`src/rtl/mdio_pkg.sv`:
```
package mdio_pkg;
  localparam int FRAME_LEN   = 64;
  localparam int IDX_W       = $clog2(FRAME_LEN);
  localparam int PRE_LEN     = 32;
  localparam int DATA_LEN    = 16;
  localparam int RELEASE_IDX = 46;
  localparam int DATA_IDX    = FRAME_LEN - DATA_LEN;
  localparam int HOST_W      = 32;

  localparam logic [11:0] OFS_TARGET = 12'h7E4;
  localparam logic [11:0] OFS_WDATA  = 12'h7E8;
  localparam logic [11:0] OFS_RDATA  = 12'h7EC;
  localparam logic [11:0] OFS_CTRL   = 12'h7F0;

  localparam int GO_BIT = 0;
  localparam int EN_BIT = 3;

  localparam logic [1:0] SOF     = 2'b01;
  localparam logic [1:0] OP_RD   = 2'b10;
  localparam logic [1:0] OP_WR   = 2'b01;
  localparam logic [1:0] TA_WR   = 2'b10;
  localparam logic [1:0] TA_IDLE = 2'b11;

  typedef struct packed {
    logic       is_rd;
    logic [4:0] phy;
    logic [4:0] regn;
  } mdio_target_t;

  function automatic logic [FRAME_LEN-1:0] build_frame(
    input mdio_target_t t, input logic [DATA_LEN-1:0] d);
    return {{PRE_LEN{1'b1}}, SOF, (t.is_rd ? OP_RD : OP_WR), t.phy, t.regn,
            (t.is_rd ? TA_IDLE : TA_WR), (t.is_rd ? {DATA_LEN{1'b0}} : d)};
  endfunction
endpackage

```
`src/rtl/mdio_clkdiv.sv`:
```
module mdio_clkdiv #(
  parameter int DIV = 40
) (
  input  logic clk,
  input  logic rst_n,
  input  logic run,
  output logic mdc,
  output logic rise_tick,
  output logic fall_tick
);
  localparam int HALF = DIV / 2;
  localparam int CW   = (HALF > 1) ? $clog2(HALF) : 1;

  logic [CW-1:0] cnt;
  logic          at_end;

  assign at_end    = (cnt == CW'(HALF - 1));
  assign rise_tick = run & at_end & ~mdc;
  assign fall_tick = run & at_end & mdc;

  always_ff @(posedge clk or negedge rst_n) begin
    if (!rst_n) begin
      cnt <= '0;
      mdc <= 1'b0;
    end else if (!run) begin
      cnt <= '0;
      mdc <= 1'b0;
    end else if (at_end) begin
      cnt <= '0;
      mdc <= ~mdc;
    end else begin
      cnt <= cnt + CW'(1);
    end
  end
endmodule

```
`src/rtl/mdio_frame_shifter.sv`:
```
module mdio_frame_shifter
  import mdio_pkg::*;
(
  input  logic                clk,
  input  logic                rst_n,
  input  logic                start,
  input  mdio_target_t        target,
  input  logic [DATA_LEN-1:0] wr_data,
  input  logic                rise_tick,
  input  logic                fall_tick,
  input  logic                mdi,
  output logic                busy,
  output logic                mdo,
  output logic                oe,
  output logic                done,
  output logic                rd_valid,
  output logic [DATA_LEN-1:0] rd_data
);
  localparam logic [IDX_W-1:0] LAST_IDX = IDX_W'(FRAME_LEN - 1);

  logic [FRAME_LEN-1:0] sh;
  logic [IDX_W-1:0]     idx;
  logic                 is_rd;
  logic [DATA_LEN-1:0]  rd_sh;

  always_ff @(posedge clk or negedge rst_n) begin
    if (!rst_n) begin
      sh    <= '0;
      idx   <= '0;
      busy  <= 1'b0;
      is_rd <= 1'b0;
      rd_sh <= '0;
    end else if (start && !busy) begin
      sh    <= build_frame(target, wr_data);
      idx   <= '0;
      busy  <= 1'b1;
      is_rd <= target.is_rd;
      rd_sh <= '0;
    end else if (busy) begin
      if (rise_tick && is_rd && idx >= IDX_W'(DATA_IDX))
        rd_sh <= {rd_sh[DATA_LEN-2:0], mdi};
      if (fall_tick) begin
        if (idx == LAST_IDX) begin
          busy <= 1'b0;
        end else begin
          idx <= idx + IDX_W'(1);
          sh  <= {sh[FRAME_LEN-2:0], 1'b0};
        end
      end
    end
  end

  assign mdo      = sh[FRAME_LEN-1];
  assign oe       = busy & ~(is_rd & (idx >= IDX_W'(RELEASE_IDX)));
  assign done     = busy & fall_tick & (idx == LAST_IDX);
  assign rd_valid = done & is_rd;
  assign rd_data  = rd_sh;
endmodule

```
`src/rtl/mdio_regs.sv`:
```
module mdio_regs
  import mdio_pkg::*;
#(
  parameter int ADDR_W = 12
) (
  input  logic                clk,
  input  logic                rst_n,
  input  logic                host_wr,
  input  logic [ADDR_W-1:0]   host_addr,
  input  logic [HOST_W-1:0]   host_wdata,
  output logic [HOST_W-1:0]   host_rdata,
  input  logic                busy,
  input  logic                rd_valid,
  input  logic [DATA_LEN-1:0] rd_data,
  output mdio_target_t        target,
  output logic [DATA_LEN-1:0] wr_data,
  output logic                en,
  output logic                start
);
  logic [DATA_LEN-1:0] rd_q;
  logic                busy_any;
  logic                hit_tgt, hit_wd, hit_ctrl;

  assign busy_any = busy | start;
  assign hit_tgt  = host_wr && (host_addr == ADDR_W'(OFS_TARGET));
  assign hit_wd   = host_wr && (host_addr == ADDR_W'(OFS_WDATA));
  assign hit_ctrl = host_wr && (host_addr == ADDR_W'(OFS_CTRL));

  always_ff @(posedge clk or negedge rst_n) begin
    if (!rst_n) begin
      target  <= '0;
      wr_data <= '0;
      rd_q    <= '0;
      en      <= 1'b0;
      start   <= 1'b0;
    end else begin
      if (hit_tgt)  target  <= host_wdata[$bits(mdio_target_t)-1:0];
      if (hit_wd)   wr_data <= host_wdata[DATA_LEN-1:0];
      if (hit_ctrl) en      <= host_wdata[EN_BIT];
      if (rd_valid) rd_q    <= rd_data;
      start <= hit_ctrl & host_wdata[GO_BIT] & host_wdata[EN_BIT] & ~busy_any;
    end
  end

  always_comb begin
    host_rdata = '0;
    if (host_addr == ADDR_W'(OFS_TARGET))
      host_rdata[$bits(mdio_target_t)-1:0] = target;
    else if (host_addr == ADDR_W'(OFS_WDATA))
      host_rdata[DATA_LEN-1:0] = wr_data;
    else if (host_addr == ADDR_W'(OFS_RDATA))
      host_rdata[DATA_LEN-1:0] = rd_q;
    else if (host_addr == ADDR_W'(OFS_CTRL)) begin
      host_rdata[GO_BIT] = busy_any;
      host_rdata[EN_BIT] = en;
    end
  end
endmodule

```
`src/rtl/mdio_master.sv`:
```
module mdio_master
  import mdio_pkg::*;
#(
  parameter int DIV    = 40,
  parameter int ADDR_W = 12
) (
  input  logic              clk,
  input  logic              rst_n,
  input  logic              host_wr,
  input  logic [ADDR_W-1:0] host_addr,
  input  logic [31:0]       host_wdata,
  output logic [31:0]       host_rdata,
  output logic              mdc,
  output logic              mdio_o,
  output logic              mdio_oe,
  input  logic              mdio_i
);
  mdio_target_t        target;
  logic [DATA_LEN-1:0] wr_data, rd_data;
  logic                mdio_en, start_pulse, frame_busy, frame_done, rd_valid;
  logic                rise_tick, fall_tick;

  mdio_regs #(.ADDR_W(ADDR_W)) u_regs (
    .clk(clk), .rst_n(rst_n), .host_wr(host_wr), .host_addr(host_addr),
    .host_wdata(host_wdata), .host_rdata(host_rdata), .busy(frame_busy),
    .rd_valid(rd_valid), .rd_data(rd_data), .target(target),
    .wr_data(wr_data), .en(mdio_en), .start(start_pulse)
  );

  mdio_clkdiv #(.DIV(DIV)) u_div (
    .clk(clk), .rst_n(rst_n), .run(frame_busy), .mdc(mdc),
    .rise_tick(rise_tick), .fall_tick(fall_tick)
  );

  mdio_frame_shifter u_shift (
    .clk(clk), .rst_n(rst_n), .start(start_pulse), .target(target),
    .wr_data(wr_data), .rise_tick(rise_tick), .fall_tick(fall_tick),
    .mdi(mdio_i), .busy(frame_busy), .mdo(mdio_o), .oe(mdio_oe),
    .done(frame_done), .rd_valid(rd_valid), .rd_data(rd_data)
  );
endmodule

```
`config.mk`:
```
export PLATFORM = sky130hd
export DESIGN_NAME = mdio_master
export DESIGN_NICKNAME = d
export VERILOG_FILES = /design/src/rtl/mdio_pkg.sv /design/src/rtl/mdio_clkdiv.sv /design/src/rtl/mdio_frame_shifter.sv /design/src/rtl/mdio_regs.sv /design/src/rtl/mdio_master.sv
export SDC_FILE = /design/constraint.sdc
export NUM_CORES = 1
export LEC_CHECK = 0
export BUFFER_PORTS_ARGS = -buffer_cell sky130_fd_sc_hd__buf_2
export CAP_MARGIN = 15
export CORE_ASPECT_RATIO = 0.75
export CORE_UTILIZATION = 30
export DETAILED_ROUTE_END_ITERATION = 16
export MAX_ROUTING_LAYER = met4
export PLACE_DENSITY = 0.59
export SETUP_SLACK_MARGIN = 0.5
export SLEW_MARGIN = 20
export SYNTH_ARGS = -nofsm -noshare
export SYNTH_HDL_FRONTEND = slang
export SYNTH_SLANG_ARGS = --single-unit
```
`constraint.sdc`:
```
create_clock -name clk -period 2.6 [get_ports clk]
set_clock_uncertainty 0.2 [all_clocks]
set_input_delay 0.13 -clock clk [delete_from_list [all_inputs] [get_ports clk]]
set_output_delay 0.13 -clock clk [all_outputs]
set_load 0.02 [all_outputs]
```
==> flow_summary.json <==
{
  "status": "finished clean",
  "portBuffers": 50,
  "leakage_nw": 3.95,
  "synth_area_um2": 6350,
  "drive_gt1_share_pct": 26.0,
  "synth_top_area_share_pct": 54.8,
  "r2r_setup_slack_ps": 550,
  "synthCells": 620,
  "vdd_ir_drop_max_v": 0.000341,
  "synth_edf_count": 0,
  "async_flop_share_pct": 100,
  "ant_nets": 0,
  "post-route-cell-area_um2": 8020,
  "critPathCaptureType": "flip-flop",
  "placementRows": 45,
  "crit_fanout": 8,
  "crit_arrival_ps": 2160,
  "total_power_w": 0.00506,
  "rsz0062_at_grt": "true",
  "critPathKind": "reg -> reg",
  "drt-total-wl_mm": 15.2,
  "dieHeight_um": 128,
  "final_core_util_pct": 39.1,
  "avgSynthCellArea_um2": 10.2,
  "synth_seq_cells": 139,
  "cts_buffers": 17,
  "finalCritPeriodShare_pct": 79.0,
  "r2r_start": "u_div.cnt[1]$_DFF_PN0_",
  "crit_path_end": "u_regs.rd_q[7]$_DFFE_PN0P_",
  "fmax_ghz": 0.487,
  "cts.htree.levels": 4,
  "diodes": 0,
  "final_common_cell": "nand2_1",
  "routedWlPerCell_um": 15.3,
  "hold_violations": 0,
  "grt_pass1_vias": 4420,
  "max_cap_viol_count": 0,
  "yosys_warnings": 0,
  "coreArea_um2": 20500,
  "clock_latency_ps": 420,
  "ys.flop_type": "dfrtp_1",
  "finalHoldWorstSlack_ps": 12.1,
  "drc": 0,
  "ctsLongestPathBuffers": 2,
  "track_usage_pct": 15.1,
  "die_x_um": 170,
  "seq_area_frac_synth_pct": 54.8,
  "layout_min_cycle_time_ps": 2050,
  "ys_types": 46,
  "place_congestion": 0.768,
  "ioPinCount": 83,
  "cts_tree": "built",
  "worstPathRequired_ps": 2710,
  "place_area_um2": 6930,
  "relSlewSlack_pct": 62.3,
  "syn2layout_area_growth_pct": 26.3,
  "antenna_found_initial": 0,
  "die-area_um2": 21800,
  "yosys-top-cells-area": "dfrtp_1 (55%), mux2_2 (9.4%), nand2_1 (8.5%), o21ai_0 (4.6%), nand3_1 (3.5%)",
  "setup_violations": 0,
  "cp-startpoint": "u_div.cnt[1]$_DFF_PN0_",
  "fin_tns_setup_ps": 0,
  "ctsRootBufferMaster": "clkbuf_16",
  "via_per_inst": 4.77,
  "layout_common_cells": "nand2_1 (144), dfrtp_1 (136), o21ai_0 (58)",
  "tightestPinTransition_ps": 563,
  "r2r_end": "u_regs.rd_q[7]$_DFFE_PN0P_",
  "grt_max_degree": 65,
  "path_clk_slew_ps": 60,
  "cts.sinks": 139,
  "hp-class": "in -> async",
  "layout.nets": 749,
  "grt_overflow": 0,
  "p_per_area_nw_per_um2": 631,
  "drt_iter0_markers": 423,
  "dr.pass1.iters": 5,
  "drv_slew": 0,
  "grt_pass1_wl_mm": 24.5,
  "initial_core_util_pct": 31.0,
  "synth_area_leader_cell": "dfrtp_1",
  "dp.final_hpwl_mm": 9.27,
  "start_kind": "flip-flop",
  "num_vias": 4736,
  "r2r_cells": 6
}
synth_stat cells (all sizes together), types with 3 or more instances:
cell type and number:
nor3b 4, nand2 144, nand3b 12, o21ai 58, and2 6, mux2 53, a22oi 24, buf 29
nor2 22, clkbuf 26, ha 3, nand3 44, mux2i 8, nand4 3, dfrtp 139, nor2b 3
a21oi 7, nand2b 7
registers in the layout, summed over array words and instances, names as in the netlist:
signal and count:
u_div.cnt 5, u_div.mdc 1, u_regs.en 1, u_regs.rd_q 16, u_regs.start 1, u_regs.target 11, u_regs.wr_data 16, u_shift.busy 1
u_shift.idx 6, u_shift.is_rd 1, u_shift.rd_data 16, u_shift.sh 64
how the worst min path moves through the flow:
| stage | to | slack, ps | cells past startpoint |
|---|---|---|---|
| floorplan | u_div.cnt[0]$_DFF_PN0_ | -370 | 0 |
| global placement | u_regs.wr_data[6]$_DFFE_PN0P_ | -110 | 1 |
| detailed placement | u_regs.wr_data[6]$_DFFE_PN0P_ | -110 | 1 |
| CTS | u_shift.rd_data[5]$_DFFE_PN0P_ | 10 | 2 |
| global route | u_regs.rd_q[6]$_DFFE_PN0P_ | 40 | 2 |
| finish | u_regs.wr_data[6]$_DFFE_PN0P_ | 10 | 2 |
per-stage QoR:
stage,worst slack [ps],std cells
2_1_floorplan,524,635
3_3_place_gp,330,930
3_5_place_dp,324,930
4_1_cts,497,986
5_1_grt,457,993
6_report,546,993
worst max-delay path, cell delays in order (launching register included):
cell and delay [ps]:
dfrtp_1 390, ha_4 170, and4bb_2 310, nand3_2 120, nor2_4 230, clkbuf_16 220
mux2_4 300
report_power, final:
| part | internal [W] | total [W] | switching, W |
|---|---|---|---|
| logic | 0.0000631 | 0.000171 | 0.000108 |
| registers | 0.00217 | 0.00217 | 0.00000303 |
| clock network | 0.00172 | 0.00272 | 0.000994 |
| total | 0.00395 | 0.00506 | 0.00111 |
cell type report:
type	count	area, µm²
sequential	139	3480
clock inverter	15	236
inverter	2	7.51
clock buffer	17	425
fill	2022	12500
timing repair buffer	99	766
tap	282	353
multi-input combinational	439	2750
layer usage:
metal / up-vias / global-route usage [%] / wire (µm)
met2: 97 / 19.7 / 6480
met4: 0 / 5.41 / 172
li1: 2266 / - / -
met1: 2356 / 22.4 / 7980
met3: 17 / 3.24 / 584
met5: - / - / 0
kinds of logic after synthesis:
kind of cell / Yosys count / synth area share [%]
adders and majority gates: 3 / 0.591
and+or+nand+nor: 257 / 19.6
xor gates and xnor gates: 2 / 0.276
buffers and inverters: 57 / 4.59
other: 1 / 0.0591
muxes: 61 / 10.7
AOI/OAI and AO/OA: 100 / 9.44
DFF: 139 / 54.8
what timing repair did:
action | in CTS | in global routing
resized for setup | 10 | 21
buffers inserted | 2 | 4
pin swaps | 3 | 7
gates cloned | 0 | 3
endpoints found under the setup margin | 71 | 49
hold endpoints to repair | 169 | 0
hold buffers | 22 | 0
No activity file was read; power rests on OpenSTA's default activity.
